===== src/rtl/ppc_pkg.sv =====
package ppc_pkg;

    typedef enum logic [1:0] {
        ACC_FETCH = 2'd0,
        ACC_LOAD  = 2'd1,
        ACC_STORE = 2'd2
    } acc_kind_e;

    typedef enum logic [1:0] {
        RES_BYPASS  = 2'd0,
        RES_DESCEND = 2'd1,
        RES_LEAF    = 2'd2
    } res_kind_e;

    localparam logic [1:0] PRIV_U = 2'd0;
    localparam logic [1:0] PRIV_S = 2'd1;
    localparam logic [1:0] PRIV_M = 2'd3;

    localparam int FLAG_W  = 5;
    localparam int PPN_LSB = 10;

    // flag bits: u=4, x=3, w=2, r=1, v=0
    typedef struct packed {
        logic u;
        logic x;
        logic w;
        logic r;
        logic v;
    } pte_flags_t;

    function automatic logic is_pointer(pte_flags_t f);
        return f.v & ~f.r & ~f.w & ~f.x;
    endfunction

    function automatic logic kind_granted(pte_flags_t f, acc_kind_e k);
        case (k)
            ACC_FETCH: return f.x;
            ACC_STORE: return f.w;
            default:   return f.r;
        endcase
    endfunction

    function automatic logic grants(pte_flags_t f, acc_kind_e k, logic as_user);
        return f.v & kind_granted(f, k) & (~as_user | f.u);
    endfunction

endpackage


===== src/rtl/ppc_priv_sel.sv =====
module ppc_priv_sel
    import ppc_pkg::*;
(
    input  acc_kind_e  kind,
    input  logic [1:0] cur_priv,
    input  logic       mod_priv,
    input  logic [1:0] prev_priv,
    input  logic       user_guard,
    input  logic       xlat_bare,
    output logic [1:0] eff_priv,
    output logic       guard_active,
    output logic       bypass
);
    logic [1:0] req_priv;
    logic       is_data;

    always_comb begin
        is_data      = (kind != ACC_FETCH);
        req_priv     = (is_data && mod_priv) ? prev_priv : cur_priv;
        guard_active = is_data && (req_priv == PRIV_S) && user_guard;
        eff_priv     = xlat_bare ? PRIV_M : req_priv;
        bypass       = (eff_priv == PRIV_M);
    end
endmodule


===== src/rtl/ppc_leaf_eval.sv =====
module ppc_leaf_eval
    import ppc_pkg::*;
#(
    parameter int ADDR_W     = 64,
    parameter int PTE_W      = 64,
    parameter int PPN_W      = 44,
    parameter int PAGE_SHIFT = 12
) (
    input  logic [PTE_W-1:0]      pte,
    input  logic [PAGE_SHIFT-1:0] offset,
    input  acc_kind_e             kind,
    input  logic [1:0]            eff_priv,
    input  logic                  guard_active,
    output res_kind_e             res_kind,
    output logic [ADDR_W-1:0]     addr,
    output logic                  fault
);
    localparam int PPN_TOP = PPN_LSB + PPN_W;

    pte_flags_t          flags;
    logic [PPN_W-1:0]    ppn;
    logic [ADDR_W-1:0]   frame;
    logic                as_user;

    assign flags   = pte_flags_t'(pte[FLAG_W-1:0]);
    assign ppn     = pte[PPN_LSB +: PPN_W];
    assign as_user = (eff_priv == PRIV_U);

    always_comb begin
        frame = '0;
        frame[PAGE_SHIFT +: PPN_W] = ppn;
    end

    always_comb begin
        res_kind = RES_LEAF;
        fault    = 1'b0;
        addr     = '0;
        if (!flags.v) begin
            fault = 1'b1;
        end else if (is_pointer(flags)) begin
            res_kind = RES_DESCEND;
            addr     = frame;
        end else if (guard_active && grants(flags, kind, 1'b1)) begin
            fault = 1'b1;
        end else if (!grants(flags, kind, as_user)) begin
            fault = 1'b1;
        end else begin
            addr = frame;
            addr[PAGE_SHIFT-1:0] = offset;
        end
    end

    logic unused_pte_mid;
    assign unused_pte_mid = ^pte[PPN_LSB-1:FLAG_W];

    generate
        if (PTE_W > PPN_TOP) begin : g_hi
            logic unused_pte_hi;
            assign unused_pte_hi = ^pte[PTE_W-1:PPN_TOP];
        end
    endgenerate
endmodule


===== src/rtl/priv_perm_check.sv =====
module priv_perm_check
    import ppc_pkg::*;
#(
    parameter int ADDR_W     = 64,
    parameter int XLEN       = 32,
    parameter int PTE_W      = 64,
    parameter int PPN_W      = 44,
    parameter int PAGE_SHIFT = 12
) (
    input  logic              clk,
    input  logic              rst,
    input  logic              req_valid,
    input  logic [1:0]        acc_kind,
    input  logic [1:0]        cur_priv,
    input  logic              mod_priv,
    input  logic [1:0]        prev_priv,
    input  logic              user_guard,
    input  logic              xlat_bare,
    input  logic [ADDR_W-1:0] vaddr,
    input  logic [PTE_W-1:0]  pte,
    output logic              rsp_valid,
    output logic [1:0]        rsp_kind,
    output logic [ADDR_W-1:0] rsp_addr,
    output logic              rsp_fault,
    output logic [1:0]        rsp_priv
);
    localparam int XL_KEEP = (XLEN < ADDR_W) ? XLEN : ADDR_W;
    localparam logic [ADDR_W-1:0] XMASK = {ADDR_W{1'b1}} >> (ADDR_W - XL_KEEP);

    acc_kind_e         kind;
    logic [1:0]        eff_priv;
    logic              guard_active;
    logic              bypass;
    res_kind_e         leaf_kind;
    logic [ADDR_W-1:0] leaf_addr;
    logic              leaf_fault;

    assign kind = acc_kind_e'(acc_kind);

    ppc_priv_sel u_sel (
        .kind        (kind),
        .cur_priv    (cur_priv),
        .mod_priv    (mod_priv),
        .prev_priv   (prev_priv),
        .user_guard  (user_guard),
        .xlat_bare   (xlat_bare),
        .eff_priv    (eff_priv),
        .guard_active(guard_active),
        .bypass      (bypass)
    );

    ppc_leaf_eval #(
        .ADDR_W    (ADDR_W),
        .PTE_W     (PTE_W),
        .PPN_W     (PPN_W),
        .PAGE_SHIFT(PAGE_SHIFT)
    ) u_leaf (
        .pte         (pte),
        .offset      (vaddr[PAGE_SHIFT-1:0]),
        .kind        (kind),
        .eff_priv    (eff_priv),
        .guard_active(guard_active),
        .res_kind    (leaf_kind),
        .addr        (leaf_addr),
        .fault       (leaf_fault)
    );

    always_ff @(posedge clk) begin
        if (rst) begin
            rsp_valid <= 1'b0;
            rsp_kind  <= RES_BYPASS;
            rsp_addr  <= '0;
            rsp_fault <= 1'b0;
            rsp_priv  <= PRIV_U;
        end else begin
            rsp_valid <= req_valid;
            if (req_valid) begin
                rsp_priv <= eff_priv;
                if (bypass) begin
                    rsp_kind  <= RES_BYPASS;
                    rsp_addr  <= vaddr & XMASK;
                    rsp_fault <= 1'b0;
                end else begin
                    rsp_kind  <= leaf_kind;
                    rsp_addr  <= leaf_addr;
                    rsp_fault <= leaf_fault;
                end
            end
        end
    end
endmodule


===== config.mk =====
export PLATFORM = sky130hd
export DESIGN_NAME = priv_perm_check
export DESIGN_NICKNAME = d
export VERILOG_FILES = /design/src/rtl/ppc_pkg.sv /design/src/rtl/ppc_priv_sel.sv /design/src/rtl/ppc_leaf_eval.sv /design/src/rtl/priv_perm_check.sv
export SDC_FILE = /design/constraint.sdc
export NUM_CORES = 1
export LEC_CHECK = 0
export BUFFER_PORTS_ARGS = -buffer_cell sky130_fd_sc_hd__buf_2
export CORE_AREA = 2 2 104 106
export DETAILED_ROUTE_END_ITERATION = 8
export DIE_AREA = 0 0 106 108
export PLACE_DENSITY = 0.53
export SYNTH_ARGS = -nofsm -noshare
export SYNTH_HDL_FRONTEND = slang
export SYNTH_SLANG_ARGS = --single-unit

===== constraint.sdc =====
create_clock -name clk -period 2.4 [get_ports clk]
set_clock_uncertainty 0.15 [all_clocks]
set_input_delay 0.12 -clock clk [delete_from_list [all_inputs] [get_ports clk]]
set_output_delay 0.12 -clock clk [all_outputs]
set_load 0.005 [all_outputs]

==> impl_metrics.yaml <==
clock_network:
  post_cts_resize_count: 0
  tritoncts: "built"
  cts_num_sinks: 62
  clock_pin_transition_on_the_worst_setup_and_hold_timing_paths_ns: 0.07
  clock_tree.root_cell: "clkbuf_8"
  numCtsBuffers: 9
  clock_latency_ns: 0.33
  postCtsSetupBuffers: 0
  cts-hold-fix-buffers: 77
  htree_num_levels: 3
  cts-root-to-sink-buffers: 2
placement:
  port-buffer-count: 154
  placed_cells: 512
  detailedPlacementHpwl_mm: 5.02
  placed_area_um2: 3370
  place.gp.congestion: 0.850
timing:
  worst_slew_pin_slew_ns: 0.968
  totalNegativeSetupSlack_ns: 0
  finalCritPeriodShare_pct: 88.7
  setup_violating_endpoint_count_in_the_final_report: 0
  fin_worst_hold_slack_ns: 0.110
  final.min_clock_period_ns: 2.13
  rsz_0062_raised_after_global_routing: "no"
  hold_viol: 0
  achievable-frequency_mhz: 470
  max-slew-margin-rel_pct: 35.3
  report.final.slew_viol_count: 0
power_and_ir_drop:
  vdd_drop_max_v: 0.000295
  cellPowerDensity_nw_per_um2: 578
  static-leakage-power_nw: 2.10
detailed_routing:
  vias_per_cell: 4.43
  route.detailed.wl_per_inst_um: 13.6
  detail_route.drc_violations: 0
  drtAntennaViolNets: 0
  detailed_route_wl_mm: 8.22
  firstDrtPassIters: 4
  vias: 2684
  drt_iter0_markers: 201
floorplan:
  die_h_um: 108
  floorplan.die_area_um2: 11400
  core_area_um2: 10200
  placement_rows: 37
  die_w_um: 106
  io-pin-count: 210
  initial_utilization_pct: 24.6
yosys:
  yosysWarningCount: 0
  avgSynthCellArea_um2: 10.7
  synth-seq-cells: 62
  compound_cell_area_share_of_the_yosys_netlist_pct: 33.6
  postSynth.topFlopCell: "dfxtp_1"
  synth.area.mux_share_pct: 1.19
  synth_simple_gate_area_share_pct: 8.25
  post_synth_instance_area_um2: 2520
  largest_family_of_logic_cells_by_synthesized_area: "compound AO/OA/AOI/OAI gates"
  synthesis.instances: 235
  synth-edff-count: 0
  synthAdderAreaFrac_pct: 0
  asyncSetResetFlopFracSynth_pct: 0
  synth_seq_area_share_pct: 49.3
  synth-xor-area-share_pct: 0
  netlist-cell-type-count: 33
grt:
  first_global_vias: 2732
  grt_first_pass_wirelength_mm: 13.1
  grt_max_degree: 49
  grt.overflow.total: 0
  grt_antenna_before_repair: 1
  grtUsageTotal_pct: 14.4
setup_path:
  timing.critical_path.from_type: "input port"
  crit_end_element: "register"
  path_max_fanout: 20
  crit_required_ns: 2.52
  timing_worst_setup_path_type: "in -> reg"
  critPathArrivalTime_ns: 2.25
final_layout:
  layoutNonFillerInstCount: 606
  num-nets-final: 604
  most-common-layout-cells: "buf_2 (154), dlygate4sd3_1 (77), dfxtp_1 (62)"
  area_overhead_vs_synth_pct: 73.2
  drive_gt1_share_pct: 39.0
  final_design_area_no_fill_um2: 4360
  layout_commonest_cell: "buf_2"
outcome:
  run_status: "completed"
hold_path:
  min-delay-path-class: "in -> reg"
run:
  cap_violations: 0
==> per-layer routing <==
layer,global-route usage [%],share of wire (%),vias to the layer above
met4,6.02,1.6,2
met5,0,0.19,-
li1,-,-,1338
met3,4.52,7.2,16
met1,16.7,44,1207
met2,24.7,47,121
==> registers in the layout, indices dropped and copies added, names as in the netlist <==
signal and cells:
rsp_addr 56, rsp_valid 1, rsp_kind 2, rsp_fault 1
rsp_priv 2
==> cells in the mapped netlist (2+ instances only) <==
cell type	instances	area (um2)
dfxtp_1	62	1240
a22o_1	36	315
nor2b_1	23	144
a31oi_1	20	125
o2bb2ai_1	20	175
clkbuf_1	12	45.0
buf_4	9	67.6
nor2_1	7	26.3
buf_6	5	56.3
a211oi_1	4	30.0
inv_1	4	15.0
a211o_1	3	26.3
a21oi_1	3	15.0
mux2i_1	3	30.0
o211ai_1	3	22.5
nand2b_1	2	12.5
o211a_1	2	20.0
o21ai_0	2	10.0
==> critical path, cell delays in order <==
cell	delay [ns]
buf_2	0.13
or3b_1	0.39
a311oi_2	0.25
o211ai_1	0.18
a21oi_4	0.16
buf_4	0.28
o2bb2ai_1	0.15
dlygate4sd3_1	0.57
==> cell families (layout without fill, tap and decap cells) <==
group | after synthesis | in the layout
simple gates | 36 | 36
buf+inv | 31 | 258
flops | 62 | 62
mux | 3 | 3
other cells | 1 | 9
compound gates | 102 | 102
==> final timing paths <==
path                             startpoint                        end  slack [ns]  cells past startpoint
hold / removal                       pte[0]     rsp_fault$_SDFFE_PP0P_        0.11                      5
hold reg to reg    rsp_kind[1]$_SDFFE_PP0P_   rsp_kind[1]$_SDFFE_PP0P_        0.32                      2
setup reg to reg  rsp_addr[28]$_SDFFE_PP0P_  rsp_addr[28]$_SDFFE_PP0P_        0.89                      4
setup / recovery                  xlat_bare  rsp_addr[28]$_SDFFE_PP0P_        0.27                      8
==> layout make-up <==
type,count,area [um2]
fill,984,5870
timing repair buffer,238,1590
sequential,62,1240
multi-input combinational,149,1120
tap,136,170
clock buffer,9,124
clock inverter,7,97.6
inverter,4,15.0
antenna,1,2.50
==> metrics by stage <==
stage	worst slack [ns]	util, %	total power [mW]
finish	0.271	42.6	2.52
global route	0.163	42.6	2.65
CTS	0.321	42.6	2.56
detailed placement	0.224	32.9	1.41
global placement	0.251	32.9	1.40
floorplan	0.620	-	1.26
==> report_power, final <==
part | internal [mW] | switching (mW)
Clock | 0.588 | 0.448
Combinational | 0.230 | 0.166
Sequential | 1.07 | 0.0195
Total | 1.89 | 0.633
(Power assumes the default switching activity.)
